File: src/rtl/ssio_pkg.sv
// Shared types for the synchronous serial unit.
package ssio_pkg;
    // Serial clock events seen in the system clock domain.
    typedef struct packed {
        logic level;   // current serial clock level
        logic rise;    // one-cycle pulse on a rising edge
        logic fall;    // one-cycle pulse on a falling edge
    } sclk_ev_t;
endpackage

File: src/rtl/ssio_baudgen.sv
// Baud-rate generator. It counts ticks of the selected source and toggles a
// serial clock every RELOAD+1 ticks, giving a 50% duty clock.
// Assumes that the tick inputs are single-cycle enables in the clk domain.
// The clock idles low and is held there while run is low.
module ssio_baudgen
    import ssio_pkg::*;
#(
    parameter int RW = 8
) (
    input  logic          clk,
    input  logic          rst_n,
    input  logic          run,
    input  logic          src_sel,
    input  logic          tick_a,
    input  logic          tick_b,
    input  logic [RW-1:0] reload,
    output sclk_ev_t      ev
);
    logic [RW-1:0] cnt_q;
    logic          lvl_q, rise_q, fall_q;
    logic          tick;

    assign tick = src_sel ? tick_b : tick_a;

    // Divide the selected tick source and toggle the serial clock level.
    always_ff @(posedge clk) begin
        if (!rst_n) begin
            cnt_q  <= '0;
            lvl_q  <= 1'b0;
            rise_q <= 1'b0;
            fall_q <= 1'b0;
        end else begin
            rise_q <= 1'b0;
            fall_q <= 1'b0;
            if (!run) begin
                cnt_q <= '0;
                lvl_q <= 1'b0;
            end else if (tick) begin
                if (cnt_q >= reload) begin
                    cnt_q  <= '0;
                    lvl_q  <= ~lvl_q;
                    rise_q <= ~lvl_q;
                    fall_q <= lvl_q;
                end else begin
                    cnt_q <= cnt_q + 1'b1;
                end
            end
        end
    end

    assign ev = '{level: lvl_q, rise: rise_q, fall: fall_q};
endmodule

File: src/rtl/ssio_edge_sync.sv
// Slave clock input stage: a two-flop synchronizer followed by an edge
// detector. Assumes the external clock stays below one quarter of clk.
// An edge at the pin shows up as a pulse about three clocks later.
module ssio_edge_sync
    import ssio_pkg::*;
(
    input  logic     clk,
    input  logic     rst_n,
    input  logic     pin,
    output sclk_ev_t ev
);
    logic s1_q, s2_q, s3_q;

    // Bring the pin into the clk domain and keep one older sample.
    always_ff @(posedge clk) begin
        if (!rst_n) begin
            s1_q <= 1'b0;
            s2_q <= 1'b0;
            s3_q <= 1'b0;
        end else begin
            s1_q <= pin;
            s2_q <= s1_q;
            s3_q <= s2_q;
        end
    end

    assign ev = '{level: s2_q, rise: s2_q & ~s3_q, fall: ~s2_q & s3_q};
endmodule

File: src/rtl/ssio_tx.sv
// Transmit channel: a holding stage feeding a shift register, MSB first.
// It loads only while the serial clock is low, so the first bit is stable
// before the first rising edge. Each falling edge moves to the next bit.
// When a word finishes and the holding stage is full, the next word follows
// with no gap.
module ssio_tx
    import ssio_pkg::*;
#(
    parameter int DW = 16
) (
    input  logic          clk,
    input  logic          rst_n,
    input  logic          en,
    input  sclk_ev_t      ev,
    input  logic          wr,
    input  logic [DW-1:0] wdata,
    output logic          empty,
    output logic          active,
    output logic          sd
);
    localparam int CW = $clog2(DW);
    localparam logic [CW-1:0] LAST = CW'(DW - 1);

    logic [DW-1:0] hold_q, sh_q;
    logic          hold_full_q, active_q;
    logic [CW-1:0] cnt_q;

    // Accept host writes, load the shifter, and step one bit per falling edge.
    always_ff @(posedge clk) begin
        if (!rst_n) begin
            hold_q      <= '0;
            sh_q        <= '0;
            hold_full_q <= 1'b0;
            active_q    <= 1'b0;
            cnt_q       <= '0;
        end else begin
            if (wr && !hold_full_q) begin
                hold_q      <= wdata;
                hold_full_q <= 1'b1;
            end
            if (en) begin
                if (!active_q) begin
                    if (hold_full_q && !ev.level) begin
                        sh_q        <= hold_q;
                        hold_full_q <= 1'b0;
                        active_q    <= 1'b1;
                        cnt_q       <= '0;
                    end
                end else if (ev.fall) begin
                    if (cnt_q == LAST) begin
                        if (hold_full_q) begin
                            sh_q        <= hold_q;
                            hold_full_q <= 1'b0;
                            cnt_q       <= '0;
                        end else begin
                            active_q <= 1'b0;
                        end
                    end else begin
                        sh_q  <= {sh_q[DW-2:0], 1'b0};
                        cnt_q <= cnt_q + 1'b1;
                    end
                end
            end
        end
    end

    assign empty  = ~hold_full_q;
    assign active = active_q;
    assign sd     = active_q ? sh_q[DW-1] : 1'b1;
endmodule

File: src/rtl/ssio_rx.sv
// Receive channel: shifts in one bit per rising edge, MSB first. After DW
// bits it copies the word into the receive buffer. The full flag clears on
// a read. A word that completes while the buffer is still unread sets the
// overrun flag and replaces the buffer contents.
module ssio_rx
    import ssio_pkg::*;
#(
    parameter int DW = 16
) (
    input  logic          clk,
    input  logic          rst_n,
    input  logic          en,
    input  sclk_ev_t      ev,
    input  logic          sd,
    input  logic          rd,
    output logic [DW-1:0] data,
    output logic          full,
    output logic          overrun
);
    localparam int CW = $clog2(DW);
    localparam logic [CW-1:0] LAST = CW'(DW - 1);

    logic [DW-1:0] sh_q, buf_q;
    logic [CW-1:0] cnt_q;
    logic          full_q, ovr_q, done;

    assign done = en && ev.rise && (cnt_q == LAST);

    // Shift in sampled bits and copy the finished word into the buffer.
    always_ff @(posedge clk) begin
        if (!rst_n) begin
            sh_q  <= '0;
            buf_q <= '0;
            cnt_q <= '0;
        end else if (!en) begin
            cnt_q <= '0;
        end else if (ev.rise) begin
            sh_q <= {sh_q[DW-2:0], sd};
            if (done) begin
                buf_q <= {sh_q[DW-2:0], sd};
                cnt_q <= '0;
            end else begin
                cnt_q <= cnt_q + 1'b1;
            end
        end
    end

    // Update the full and overrun flags from completions and host reads.
    always_ff @(posedge clk) begin
        if (!rst_n) begin
            full_q <= 1'b0;
            ovr_q  <= 1'b0;
        end else if (done) begin
            full_q <= 1'b1;
            if (full_q && !rd) ovr_q <= 1'b1;
        end else if (rd) begin
            full_q <= 1'b0;
            ovr_q  <= 1'b0;
        end
    end

    assign data    = buf_q;
    assign full    = full_q;
    assign overrun = ovr_q;
endmodule

File: src/rtl/ssio_unit.sv
// Full-duplex synchronous serial unit. One baud-rate generator serves
// whichever channels are in master mode, and each channel has its own slave
// clock synchronizer. Each channel picks its clock events from the generator
// or from its pin. The transmit clock pin pulses only while a word is being
// shifted; the receive clock pin runs for as long as the receiver is master.
module ssio_unit
    import ssio_pkg::*;
#(
    parameter int DW = 16,
    parameter int RW = 8
) (
    input  logic          clk,
    input  logic          rst_n,
    input  logic          src_sel,
    input  logic          src_a_tick,
    input  logic          src_b_tick,
    input  logic [RW-1:0] baud_reload,
    input  logic          tx_en,
    input  logic          tx_master,
    input  logic          rx_en,
    input  logic          rx_master,
    input  logic          tx_wr,
    input  logic [DW-1:0] tx_wdata,
    output logic          tx_empty,
    input  logic          rx_rd,
    output logic [DW-1:0] rx_rdata,
    output logic          rx_full,
    output logic          rx_overrun,
    output logic          tx_sd,
    input  logic          tx_sck_i,
    output logic          tx_sck_o,
    output logic          tx_sck_oe,
    input  logic          rx_sd,
    input  logic          rx_sck_i,
    output logic          rx_sck_o,
    output logic          rx_sck_oe
);
    localparam int NCH = 2;   // channel 0 = transmit, 1 = receive

    sclk_ev_t bg_ev;
    sclk_ev_t pin_ev [NCH];
    sclk_ev_t ch_ev  [NCH];
    logic     pins   [NCH];
    logic     is_m   [NCH];
    logic     tx_act;

    assign pins[0] = tx_sck_i;
    assign pins[1] = rx_sck_i;
    assign is_m[0] = tx_en & tx_master;
    assign is_m[1] = rx_en & rx_master;

    ssio_baudgen #(.RW(RW)) u_bg (
        .clk(clk), .rst_n(rst_n), .run(is_m[0] | is_m[1]),
        .src_sel(src_sel), .tick_a(src_a_tick), .tick_b(src_b_tick),
        .reload(baud_reload), .ev(bg_ev)
    );

    for (genvar c = 0; c < NCH; c++) begin : g_ch
        ssio_edge_sync u_sync (
            .clk(clk), .rst_n(rst_n), .pin(pins[c]), .ev(pin_ev[c])
        );
        assign ch_ev[c] = is_m[c] ? bg_ev : pin_ev[c];
    end

    ssio_tx #(.DW(DW)) u_tx (
        .clk(clk), .rst_n(rst_n), .en(tx_en), .ev(ch_ev[0]),
        .wr(tx_wr), .wdata(tx_wdata), .empty(tx_empty),
        .active(tx_act), .sd(tx_sd)
    );

    ssio_rx #(.DW(DW)) u_rx (
        .clk(clk), .rst_n(rst_n), .en(rx_en), .ev(ch_ev[1]),
        .sd(rx_sd), .rd(rx_rd), .data(rx_rdata),
        .full(rx_full), .overrun(rx_overrun)
    );

    assign tx_sck_oe = is_m[0];
    assign tx_sck_o  = is_m[0] & tx_act & bg_ev.level;
    assign rx_sck_oe = is_m[1];
    assign rx_sck_o  = is_m[1] & bg_ev.level;
endmodule

File: config.mk
export PLATFORM = sky130hd
export DESIGN_NAME = ssio_unit
export DESIGN_NICKNAME = d
export VERILOG_FILES = /design/src/rtl/ssio_pkg.sv /design/src/rtl/ssio_baudgen.sv /design/src/rtl/ssio_edge_sync.sv /design/src/rtl/ssio_tx.sv /design/src/rtl/ssio_rx.sv /design/src/rtl/ssio_unit.sv
export SDC_FILE = /design/constraint.sdc
export NUM_CORES = 1
export LEC_CHECK = 0
export ABC_AREA = 1
export ABC_CLOCK_PERIOD_IN_PS = 1600
export BUFFER_PORTS_ARGS = -buffer_cell sky130_fd_sc_hd__buf_2
export CAP_MARGIN = 20
export CORE_ASPECT_RATIO = 0.5
export CORE_MARGIN = 2
export CORE_UTILIZATION = 38
export CTS_BUF_LIST = sky130_fd_sc_hd__clkbuf_16
export DETAILED_ROUTE_END_ITERATION = 10
export HOLD_SLACK_MARGIN = 0.06
export SETUP_SLACK_MARGIN = 0.15
export SLEW_MARGIN = 40
export SYNTH_ARGS = -nofsm -noshare
export SYNTH_HDL_FRONTEND = slang
export SYNTH_SLANG_ARGS = --single-unit
File: constraint.sdc
create_clock -name clk -period 1.6 [get_ports clk]
set_input_delay 0.24 -clock clk [delete_from_list [all_inputs] [get_ports clk]]
set_output_delay 0.24 -clock clk [all_outputs]
set_load 0.05 [all_outputs]
==> run metrics <==
root buffer cell=clkbuf_16; via count=3392; nets=682; routability congestion estimate=0.741; wl on met1=4270 um; DP Worst Slack=-0.0465 ns; max layer used=met4; filler instances=1021; drt drc=0; top cells by area, synth=dfxtp_1, nand2_1, nor2_1; DR WL/cell=10.3 um; Hold Crit Start=rx_sck_i; router iterations before antenna repair=4; met2 WL=3350 um; Inserted Diodes=0; post-DP HPWL=5430 um; cts bufs inserted=9; final antenna-violating net count=0; Setup violations, final=0; crit path launch type=flop; total power=4.99 mW; final hold viol count=0; Die Height=76.1 um; row count=26; crit path kind=reg -> reg; Power Density=993 nW/um2; proportion of layout cells with a drive suffix above 1=0.232; Leak=2.29 nW; Cells after Synth=561; Final period util=0.891; unrepaired setup endpoints after global routing=true; cell taking the most area after synthesis=dfxtp_1; Crit. Startpoint=u_tx.cnt_q[0]$_SDFFE_PN0P_; chip width=148 um; total wire length=8050 um; status=complete, no violations; fin area=5030 um2; Peak VDD IR=0.000457 V; CP Data Arrival Time=1.70 ns; Netlist cell types=29; all-layer global routing usage=0.152; Worst Skew=0.00715 ns; Synth Register Bits=92; Clock Tree Buf Depth=2; WL met3=348 um; initial core utilization=0.390; drt via density=4.36; Crit Path Max Fanout=19; fmax=0.702 GHz; Period minus WS final=1.43 ns; Pins Over Slew Limit=0; sequential share of the synthesized area=0.466; syn_nets=610; Hold-fix buffers, CTS=0; share of the synthesized area in the top cell type=0.466; vias in the first global route=3117; placed cell area=4480 um2; Clock Sinks=92; DRT iter0 DRCs=87; Max-Cap Viols=0; worst-skew pair later-pin latency=0.34 ns; Syn Std Cell Area=3950 um2; slew margin rel.=0.664; initial antenna violation count=0; PortBufs=61; H-tree depth=3; mean post-synth cell area=7.05 um2; synth warn=0; pin count of the biggest net entering global routing=33; setup ws final=0.175 ns; CP Capture Type=flop; first-pass GRT wire length=14000 um; global route overflow=0; CTS tree=built; core area=10100 um2; Worst EP required=1.88 ns; r2r startpoint=u_tx.cnt_q[0]$_SDFFE_PN0P_; Area growth syn-to-layout=27.1%; Worst-Margin Slew=0.504 ns; worst min path class=in -> reg; DIE AREA=11300 um2; io pins=62; Clock transition at path regs=0.06 ns
-- metrics by stage --
| step | hold slack [ns] | TNS [ns] | std cells | util |
|---|---|---|---|---|
| floorplan | 0.338 | 0 | 561 | - |
| global placement | 0.394 | -0.534 | 757 | 0.441 |
| detailed placement | 0.402 | -0.551 | 757 | 0.441 |
| CTS | 0.0690 | 0 | 775 | 0.474 |
| global route | 0.0844 | 0 | 778 | 0.495 |
| finish | 0.0836 | 0 | 778 | 0.495 |
-- what timing repair did --
action / in CTS / in global routing
pin swaps: 0 / 9
resized for setup: 15 / 42
cloned: 0 / 1
endpoints found under the setup margin: 47 / 50
buffers inserted: 2 / 2
-- synth_stat cells (all sizes together) --
master and n:
nor2 130, a21o 1, nor3 1, or2 3
nand3 15, dfxtp 92, ha 11, clkbuf 9
xnor2 1, clkinv 1, nand2 144, nand4 3
xor2 4, inv 53, a21oi 29, buf 11
o21ai 53
-- cell type report --
class | instances | area [um2] | share of cell area
Sequential cell | 92 | 1860 | 0.370
Clock buffer | 9 | 225 | 0.0448
Inverter | 54 | 223 | 0.0443
Tap cell | 140 | 175 | 0.0349
Timing Repair Buffer | 81 | 533 | 0.106
Clock inverter | 7 | 57.6 | 0.0115
Multi-Input combinational cell | 395 | 1950 | 0.388
-- state kept, by name, indices dropped and copies added (netlist names), 2 cells and up --
name,cells
u_bg.cnt_q,8
g_ch.u_sync.s2_q,2
u_rx.sh_q,15
g_ch.u_sync.s3_q,2
u_rx.cnt_q,4
u_rx.data,16
g_ch.u_sync.s1_q,2
u_tx.cnt_q,4
u_tx.hold_q,16
u_tx.sh_q,16
-- path summary, 6_finish.rpt --
check | end | slack [ns] | cells past startpoint
max | u_tx.sh_q[4]$_SDFFE_PN0P_ | 0.17 | 9
min | g_ch[1].u_sync.s1_q$_SDFF_PN0_ | 0.08 | 3
min reg2reg | g_ch[1].u_sync.s2_q$_SDFF_PN0_ | 0.41 | 2
max reg2reg | u_tx.sh_q[4]$_SDFFE_PN0P_ | 0.17 | 9
-- critical path, cell delays in order (launching register included) --
cell and delay [ns]:
dfxtp_2 0.34, ha_4 0.17, nand3_4 0.10, nor2_4 0.06, a21oi_4 0.18, nand2_4 0.10
buf_12 0.15, inv_8 0.12, nor2_1 0.06, nor2_1 0.09
-- cell usage in the layout (no fill, tap or decap), drive strengths merged --
cell      count
nand2       144
nor2        130
dfxtp        92
buf          80
o21ai        53
inv          52
a21oi        29
nand3        15
ha           11
clkbuf       10
clkinv        6
xor2          4
nand4         3
or2           3
clkinvlp      2
a21o          1
nor3          1
xnor2         1
bufinv        1
-- logic make-up (layout without fill, tap and decap cells) --
group                    Yosys count  in the layout  synth area share
AO/OA/AOI/OAI                     83             83             0.107
adder cells (fa/ha/maj)           11             11            0.0348
flip-flops                        92             92             0.466
AND/OR/NAND/NOR                  296            296             0.298
buffers and inverters             74            151            0.0835
XOR/XNOR                           5              5            0.0111
-- routing by layer --
layer,track usage,vias to the layer above
met1,0.198,1440
li1,-,1896
met2,0.240,47
met5,0,-
met3,0.0563,9
met4,0.0371,0
-- power by group --
group	leakage [nW]	switching [mW]	internal [mW]
clock network	0.135	0.848	1.19
logic	1.40	0.318	0.218
registers	0.753	0.0485	2.37
total	2.29	1.21	3.78
Power figures use the tool's default switching activity.
